$ cat config.mk
export PLATFORM = sky130hd
export DESIGN_NAME = ds3_ovr_port
export DESIGN_NICKNAME = d
export VERILOG_FILES = /design/src/rtl/ds3_ovr_pkg.sv /design/src/rtl/ds3_ovr_capture.sv /design/src/rtl/ds3_ovr_merge.sv /design/src/rtl/ds3_ovr_port.sv
export SDC_FILE = /design/constraint.sdc
export NUM_CORES = 1
export LEC_CHECK = 0
export ABC_CLOCK_PERIOD_IN_PS = 800
export BUFFER_PORTS_ARGS = -buffer_cell sky130_fd_sc_hd__clkbuf_2
export CAP_MARGIN = 20
export CORE_AREA = 2 2 39 41
export DETAILED_ROUTE_END_ITERATION = 10
export DIE_AREA = 0 0 41 43
export HOLD_SLACK_MARGIN = 0.05
export PLACE_DENSITY = 0.39
export SYNTH_ARGS = -nofsm -noshare
export SYNTH_HDL_FRONTEND = slang
export SYNTH_SLANG_ARGS = --single-unit
$ cat constraint.sdc
create_clock -name clk -period 0.8 [get_ports clk]
set_clock_uncertainty 0.15 [all_clocks]
set_input_delay 0.04 -clock clk [delete_from_list [all_inputs] [get_ports clk]]
set_output_delay 0.04 -clock clk [all_outputs]
set_load 0.01 [all_outputs]
$ cat src/rtl/ds3_ovr_pkg.sv
package ds3_ovr_pkg;
  localparam int SLOT_W = 3;
  localparam logic [SLOT_W-1:0] SLOT_PAY = 3'd0;
  localparam logic [SLOT_W-1:0] SLOT_X   = 3'd1;
  localparam logic [SLOT_W-1:0] SLOT_P   = 3'd2;
  localparam logic [SLOT_W-1:0] SLOT_M   = 3'd3;
  localparam logic [SLOT_W-1:0] SLOT_F   = 3'd4;
  localparam logic [SLOT_W-1:0] SLOT_C   = 3'd5;

  // overhead slot: any defined non-payload code
  function automatic logic slot_is_oh(input logic [SLOT_W-1:0] s);
    return (s >= SLOT_X) && (s <= SLOT_C);
  endfunction

  function automatic logic slot_is_par(input logic [SLOT_W-1:0] s);
    return s == SLOT_P;
  endfunction

  // merge rule: replace, mask parity, or pass through
  function automatic logic merge_bit(input logic oh, input logic par,
                                     input logic dat, input logic intv,
                                     input logic en, input logic ext);
    logic r;
    if (!oh)      r = dat;
    else if (!en) r = intv;
    else if (par) r = intv ^ ext;
    else          r = ext;
    return r;
  endfunction
endpackage

$ cat src/rtl/ds3_ovr_capture.sv
module ds3_ovr_capture
  import ds3_ovr_pkg::*;
(
  input  logic              clk,
  input  logic              rst_n,
  input  logic              in_bit,
  input  logic [SLOT_W-1:0] in_slot,
  input  logic              in_fs,
  input  logic              in_int,
  output logic              cap_bit,
  output logic              cap_int,
  output logic              cap_oh,
  output logic              cap_par,
  output logic              cap_sof
);
  logic slot_oh_w;
  logic slot_par_w;

  assign slot_oh_w  = slot_is_oh(in_slot);
  assign slot_par_w = slot_is_par(in_slot);

  always_ff @(posedge clk) begin
    if (!rst_n) begin
      cap_bit <= 1'b0;
      cap_int <= 1'b0;
      cap_oh  <= 1'b0;
      cap_par <= 1'b0;
      cap_sof <= 1'b0;
    end else begin
      cap_bit <= in_bit;
      cap_int <= in_int;
      cap_oh  <= slot_oh_w;
      cap_par <= slot_par_w;
      cap_sof <= slot_oh_w & in_fs;
    end
  end

  AST_PULSE_ON_OH: assert property (@(posedge clk) disable iff (!rst_n)
    (in_slot inside {3'd1, 3'd2, 3'd3, 3'd4, 3'd5}) |=> cap_oh);
  AST_NO_PULSE_ON_PAY: assert property (@(posedge clk) disable iff (!rst_n)
    (in_slot inside {3'd0, 3'd6, 3'd7}) |=> !cap_oh);
  AST_SOF_INSIDE_PULSE: assert property (@(posedge clk) disable iff (!rst_n)
    cap_sof |-> cap_oh);
endmodule

$ cat src/rtl/ds3_ovr_merge.sv
module ds3_ovr_merge
  import ds3_ovr_pkg::*;
(
  input  logic clk,
  input  logic rst_n,
  input  logic cap_bit,
  input  logic cap_int,
  input  logic cap_oh,
  input  logic cap_par,
  input  logic ext_bit,
  input  logic ext_en,
  output logic mrg_bit
);
  logic nxt_bit;

  assign nxt_bit = merge_bit(cap_oh, cap_par, cap_bit, cap_int, ext_en, ext_bit);

  always_ff @(posedge clk) begin
    if (!rst_n) mrg_bit <= 1'b0;
    else        mrg_bit <= nxt_bit;
  end

  AST_PAYLOAD_THROUGH: assert property (@(posedge clk) disable iff (!rst_n)
    !cap_oh |=> (mrg_bit == $past(cap_bit)));
  AST_EXT_REPLACES: assert property (@(posedge clk) disable iff (!rst_n)
    (cap_oh && !cap_par && ext_en) |=> (mrg_bit == $past(ext_bit)));
  AST_PAR_MASK: assert property (@(posedge clk) disable iff (!rst_n)
    (cap_oh && cap_par && ext_en) |=> (mrg_bit != ($past(cap_int) ^ ~$past(ext_bit))));
  AST_INTERNAL_KEPT: assert property (@(posedge clk) disable iff (!rst_n)
    (cap_oh && !ext_en) |=> (mrg_bit == $past(cap_int)));
endmodule

$ cat src/rtl/ds3_ovr_port.sv
module ds3_ovr_port
  import ds3_ovr_pkg::*;
(
  input  logic              clk,
  input  logic              rst_n,
  input  logic              tx_bit,
  input  logic [SLOT_W-1:0] tx_slot,
  input  logic              tx_frame_start,
  input  logic              tx_int_oh,
  input  logic              ovr_bit,
  input  logic              ovr_en,
  output logic              oh_clk,
  output logic              oh_sof,
  output logic              out_bit
);
  logic cap_bit_w;
  logic cap_int_w;
  logic cap_oh_w;
  logic cap_par_w;
  logic cap_sof_w;

  ds3_ovr_capture u_capture (
    .clk     (clk),
    .rst_n   (rst_n),
    .in_bit  (tx_bit),
    .in_slot (tx_slot),
    .in_fs   (tx_frame_start),
    .in_int  (tx_int_oh),
    .cap_bit (cap_bit_w),
    .cap_int (cap_int_w),
    .cap_oh  (cap_oh_w),
    .cap_par (cap_par_w),
    .cap_sof (cap_sof_w)
  );

  ds3_ovr_merge u_merge (
    .clk     (clk),
    .rst_n   (rst_n),
    .cap_bit (cap_bit_w),
    .cap_int (cap_int_w),
    .cap_oh  (cap_oh_w),
    .cap_par (cap_par_w),
    .ext_bit (ovr_bit),
    .ext_en  (ovr_en),
    .mrg_bit (out_bit)
  );

  assign oh_clk = cap_oh_w;
  assign oh_sof = cap_sof_w;

  AST_RESET_QUIET: assert property (@(posedge clk)
    !rst_n |=> (!oh_clk && !oh_sof && !out_bit));
endmodule

==> results.yml, run 1 <==
drt:
  drt-wirelength-per-cell_um: 10.5
  drtIter0Drc: 0
  drt_wl_total_um: 537
  dr.pass1.iters: 1
  vias_per_cell: 4.14
  drc: 0
  ant_nets: 0
  vias: 211
floorplan:
  die_y_um: 43
  coreArea_um2: 1380
  start_util_pct: 15.6
  ios: 13
  fp.dieW_um: 41
  std_cell_rows: 14
  die_area_um2: 1760
clocking:
  cts-hold-fix-buffers: 1
  post_cts.repair.setup_buffers: 0
  cts_buffers: 3
  clk_path_buf_depth: 2
  htree_num_levels: 1
  cts_sinks: 6
  insertion_delay_ns: 0.24
  cts.clk_slew.worst_paths_ns: 0.05
  cts_tree: "built"
  clock-root-buffer: "clkbuf_4"
yosys:
  ys_types: 13
  netlist_top_cells_count: "6 x dfxtp_1, 2 x and2_2"
  avgSynthCellArea_um2: 11.3
  syn_nets: 29
  netlist_area_um2: 215
  synth_top_area_cell: "dfxtp_1"
  synth.most_common_cell: "dfxtp_1"
  ys_seq_area_share_pct: 55.8
  synth_edf_count: 0
  ys_top_cells_by_area: "dfxtp_1 56%, and2_2 7.0%, a211oi_2 5.8%"
  dominantRegCellSynth: "dfxtp_1"
  synthCells: 19
  yosys_register_bits: 6
  synthArstFlopShare_pct: 0
  yosysWarnings: 0
  synth_top_area_share_pct: 55.8
timing:
  worst_pin_slew_ns: 0.236
  setup_violations: 4
  fin_crit_ns: 0.901
  fin_crit_sh_pct: 113
  hold_slack_ns: -0.168
  setup_ws_ns: -0.101
  max_slew_margin_pct: 84.1
  slew_violations: 0
  max_clock_freq_mhz: 1110
  hold_violations: 5
  rsz0062_at_grt: "true"
global_routing:
  grt.busiest_layer: "met2"
  grt_max_degree: 6
  grt-ovfl-total: 0
  gr-usage-met3_pct: 6.28
  gr-usage-met1_pct: 6.80
  antenna_found_initial: 0
  grtUsageMet2_pct: 11.9
  grt_pass1_wl_um: 869
  grt_usage_pct: 7.75
  first_global_vias: 234
layout:
  fin_nets: 47
  area_growth_pct: 61.0
  post-route-util_pct: 25.0
  diodes: 0
  finalInstanceArea_um2: 347
  final_cells: 51
  drive_gt1_share_pct: 74.3
power_and_ir_drop:
  peakVddDrop_mv: 1.01
  p_leak_nw: 0.152
  power.total_mw: 0.692
  powerDensity_nw_per_um2: 2000
worst_setup_path:
  critPathRequiredTime_ns: 0.78
  r2r_slack_ns: -0.10
  critical_path_class: "flop to flop"
  worstSetupStartpointType: "flop"
  cp_max_fo: 2
  crit_arrival_ns: 0.88
  endpoint_kind: "flop"
hold_path:
  min_path_type: "primary input to flop"
place:
  place.detailed.hpwl_um: 440
  gp_congestion: 0.562
  port_buffers: 12
  pre_cts_ws_ns: -0.103
  dpl_cell_area_um2: 303
  dpl.cell_count: 48
outcome:
  violations: "hold timing, setup timing"
  status: "finished, violations left"
run:
  drv_cap: 0
-- layout make-up --
cell class	instances	area, µm²
clock buffers	3	22.5
fillers	154	1040
inverters	1	3.75
multi-input cells	12	103
flip-flops and latches	6	124
well taps	16	20.0
repair buffers	13	73.8
-- worst paths after layout --
path / from / depth (start not counted) / end
setup / recovery: u_capture.cap_par / 3 / u_merge.mrg_bit
hold / removal: tx_slot[0] / 2 / u_capture.cap_par
setup reg to reg: u_capture.cap_par / 3 / u_merge.mrg_bit
hold reg to reg: u_capture.cap_bit / 2 / u_merge.mrg_bit
-- report_power, final --
part           switching [mW]  total, mW  internal [mW]
Combinational          0.0372     0.0861         0.0490
Clock                   0.110      0.280          0.170
Sequential            0.00869      0.327          0.318
-- worst max-delay path, cell delays in order, from the launching register on --
cell and delay (ns):
dfxtp_2 0.31, nand2b_4 0.13, a21oi_2 0.12, o21ai_1 0.07
-- cells by family after synthesis --
logic type / count (synthesis) / share of synthesized area, %
flops: 6 / 55.8
compound gates: 4 / 14.5
buf+inv: 1 / 1.74
simple gates: 8 / 27.9
-- sequential cells by signal (all words and copies together) (netlist names) --
| signal | flops |
|---|---|
| u_capture.cap_sof | 1 |
| u_merge.mrg_bit | 1 |
| u_capture.cap_int | 1 |
| u_capture.cap_oh | 1 |
| u_capture.cap_bit | 1 |
| u_capture.cap_par | 1 |
-- per-layer routing --
layer  wire length (µm)  part of all wire (%)  vias up
li1                   -                     -      101
met1                209                    39       95
met2                250                    47       15
met3                 76                    14        0
met4                  0                     0        0
met5                  0                     0        -
-- cell usage in the layout (no fill, tap or decap) --
cell type / instances
clkbuf_2: 9
clkbuf_4: 3
dfxtp_1: 3
dfxtp_2: 3
and2_2: 2
buf_2: 2
inv_2: 1
nor4b_1: 1
nor3_2: 1
a211oi_2: 1
nand2b_4: 1
a21oi_2: 1
nand4_1: 1
o2111ai_1: 1
nand3b_1: 1
o21ai_1: 1
and2_1: 1
buf_6: 1
buf_4: 1
-- through the flow --
step	hold WS, ns	setup TNS [ns]
finish	-0.168	-0.283
floorplan	-0.0339	-0.0460
global placement	0.0922	-0.0599
CTS	-0.165	-0.330
detailed placement	0.0939	-0.135
global route	-0.173	-0.398
-- what timing repair did --
action / CTS / global route
setup endpoints to repair: 4 / 5
resized for setup: 2 / 7
pin swaps: 0 / 2
hold endpoints to repair: 6 / 6
gates cloned: 0 / 0
Note: power is estimated with default switching activity, not from simulation.
==> inputs of run 2 (changes only) <==
Settings changed: ABC_CLOCK_PERIOD_IN_PS 800 to 1000, PLACE_DENSITY 0.39 to 0.38, SETUP_SLACK_MARGIN from default to 0.15.
Clock period 0.8 ns to 1 ns, I/O delays scaled along.
==> run 2 against run 1 <==
  * The run ends with hold timing left
  * Clock power shrank 23%
  * Utilization grew 0.090 points
  * Power shrank 21%
  * Final cell count is the same
  * Die area is the same
  * Flip-flop and latch count is the same
==> results.yml, run 2 (same netlist as run 1, synthesis figures left out) <==
clocking:
  cts-hold-fix-buffers: 1
  htree_num_levels: 1
  cts_buffers: 3
  clk_path_buf_depth: 2
  insertion_delay_ns: 0.24
  cts_tree: "built"
  cts.clk_slew.worst_paths_ns: 0.05
  post_cts.repair.setup_buffers: 0
  clock-root-buffer: "clkbuf_4"
  cts_sinks: 6
power_and_ir_drop:
  power.total_mw: 0.544
  p_comb_share_pct: 12.3
  netSwitchingFraction_pct: 21.3
  peakVddDrop_mv: 0.409
  power.switching_mw: 0.116
  clockPowerShare_pct: 39.7
  powerDensity_nw_per_um2: 1560
  seqPwrFrac_pct: 48.0
  internal_power_mw: 0.428
  p_leak_nw: 0.151
worst_setup_path:
  cp_max_fo: 2
  endpoint_kind: "flop"
  critPathRequiredTime_ns: 0.98
  r2r_start: "u_capture.cap_par"
  worstSetupStartpointType: "flop"
  cpMaxStageDelayCell: "dfxtp_1"
  worstSetupStartpoint: "u_capture.cap_par"
  critical_path_class: "flop to flop"
  cp_cell_sequence: "nand2b_4 -> a21oi_2 -> o21ai_1"
  crit_arrival_ns: 0.86
  crit_path_max_incr_delay_ns: 0.30
outcome:
  status: "finished, violations left"
  violations: "hold timing"
timing:
  fin_crit_sh_pct: 88.0
  slew_violations: 0
  hold_slack_ns: -0.141
  setup_ws_ns: 0.120
  setup_violations: 0
  fin_tns_setup_ns: 0
  max_slew_margin_pct: 83.4
  hold_violations: 5
  fin_crit_ns: 0.880
  worst_pin_slew_ns: 0.245
  rsz0062_at_grt: "true"
  max_clock_freq_mhz: 1140
global_routing:
  gr-usage-met1_pct: 7.74
  first_global_vias: 195
  grt_usage_pct: 6.83
  gr-usage-met3_pct: 4.71
  grtUsageMet2_pct: 8.13
  antenna_found_initial: 0
  grt.busiest_layer: "met2"
  grt_pass1_wl_um: 738
  grt-ovfl-total: 0
  grt_max_degree: 6
drt:
  drt-wirelength-per-cell_um: 9.04
  vias: 198
  vias_per_cell: 3.88
  drc: 0
  drtIter0Drc: 1
  dr.pass1.iters: 2
  drt_wl_total_um: 461
  ant_nets: 0
hold_path:
  min_path_type: "primary input to flop"
  hold_start: "tx_slot[0]"
place:
  port_buffers: 12
  pre_cts_ws_ns: 0.106
  place.detailed.hpwl_um: 377
  gp_congestion: 0.539
floorplan:
  start_util_pct: 15.6
  die_area_um2: 1760
  die_y_um: 43
  coreArea_um2: 1380
  std_cell_rows: 14
  ios: 13
  fp.dieW_um: 41
layout:
  fin_nets: 47
  diodes: 0
  fill_cells: 148
  area_growth_pct: 61.6
  layout_commonest_cell: "clkbuf_2"
  drive_gt1_share_pct: 68.6
  post-route-util_pct: 25.1
  final_cell_mix: "9 x clkbuf_2, 4 x dfxtp_1, 3 x clkbuf_4"
run:
  drv_cap: 0
-- run 2: cell count changes in the layout (fill, tap and decap cells not counted) --
cell / delta
dfxtp_1: +1
dlygate4sd3_1: +1
buf_4: -1
dfxtp_2: -1
-- run 2: power groups by stage --
stage               registers [mW]  clock network [mW]  logic, mW
global placement             0.263                   0     0.0552
floorplan                    0.266                   0     0.0186
CTS                          0.260               0.233     0.0652
global route                 0.262               0.246     0.0753
finish                       0.261               0.216     0.0670
detailed placement           0.263                   0     0.0574
-- run 2: final timing paths --
kind,endpoint,slack [ns],depth (start not counted)
min reg2reg,u_merge.mrg_bit,0.31,2
max reg2reg,u_merge.mrg_bit,0.12,3
max,u_merge.mrg_bit,0.12,3
min,u_capture.cap_par,-0.14,2
-- run 2: worst max-delay path, delay by kind of cell, from the launching register on --
family / cells / cell delay (ns)
AO/OA/AOI/OAI: 2 / 0.19
AND/OR/NAND/NOR: 1 / 0.13
flip-flops: 1 / 0.30
-- run 2: layer usage --
layer | vias up | routed length [µm]
li1 | 103 | -
met1 | 83 | 206
met2 | 12 | 197
met3 | 0 | 57
met4 | 0 | 0
met5 | - | 0
-- run 2: metrics by stage --
stage | instance area, µm² | std cells | hold slack (ns)
2_1_floorplan | 215 | 19 | -0.0239
3_3_place_gp | 295 | 47 | 0.104
3_5_place_dp | 295 | 47 | 0.103
4_1_cts | 340 | 51 | -0.151
5_1_grt | 348 | 51 | -0.152
6_report | 348 | 51 | -0.141
-- run 2: layout make-up --
| type | instances | area [µm²] | share of cell area, % |
|---|---|---|---|
| flip-flops and latches | 6 | 123 | 35.3 |
| multi-input cells | 12 | 103 | 29.5 |
| repair buffers | 13 | 76.3 | 21.9 |
| clock buffers | 3 | 22.5 | 6.47 |
| well taps | 16 | 20.0 | 5.76 |
| inverters | 1 | 3.75 | 1.08 |
-- run 2: what timing repair did --
item | 4_1_cts | 5_1_grt
gates resized for setup | 3 | 5
pin swaps | 2 | 0
endpoints found under the hold margin | 6 | 5
setup endpoints to repair | 4 | 4
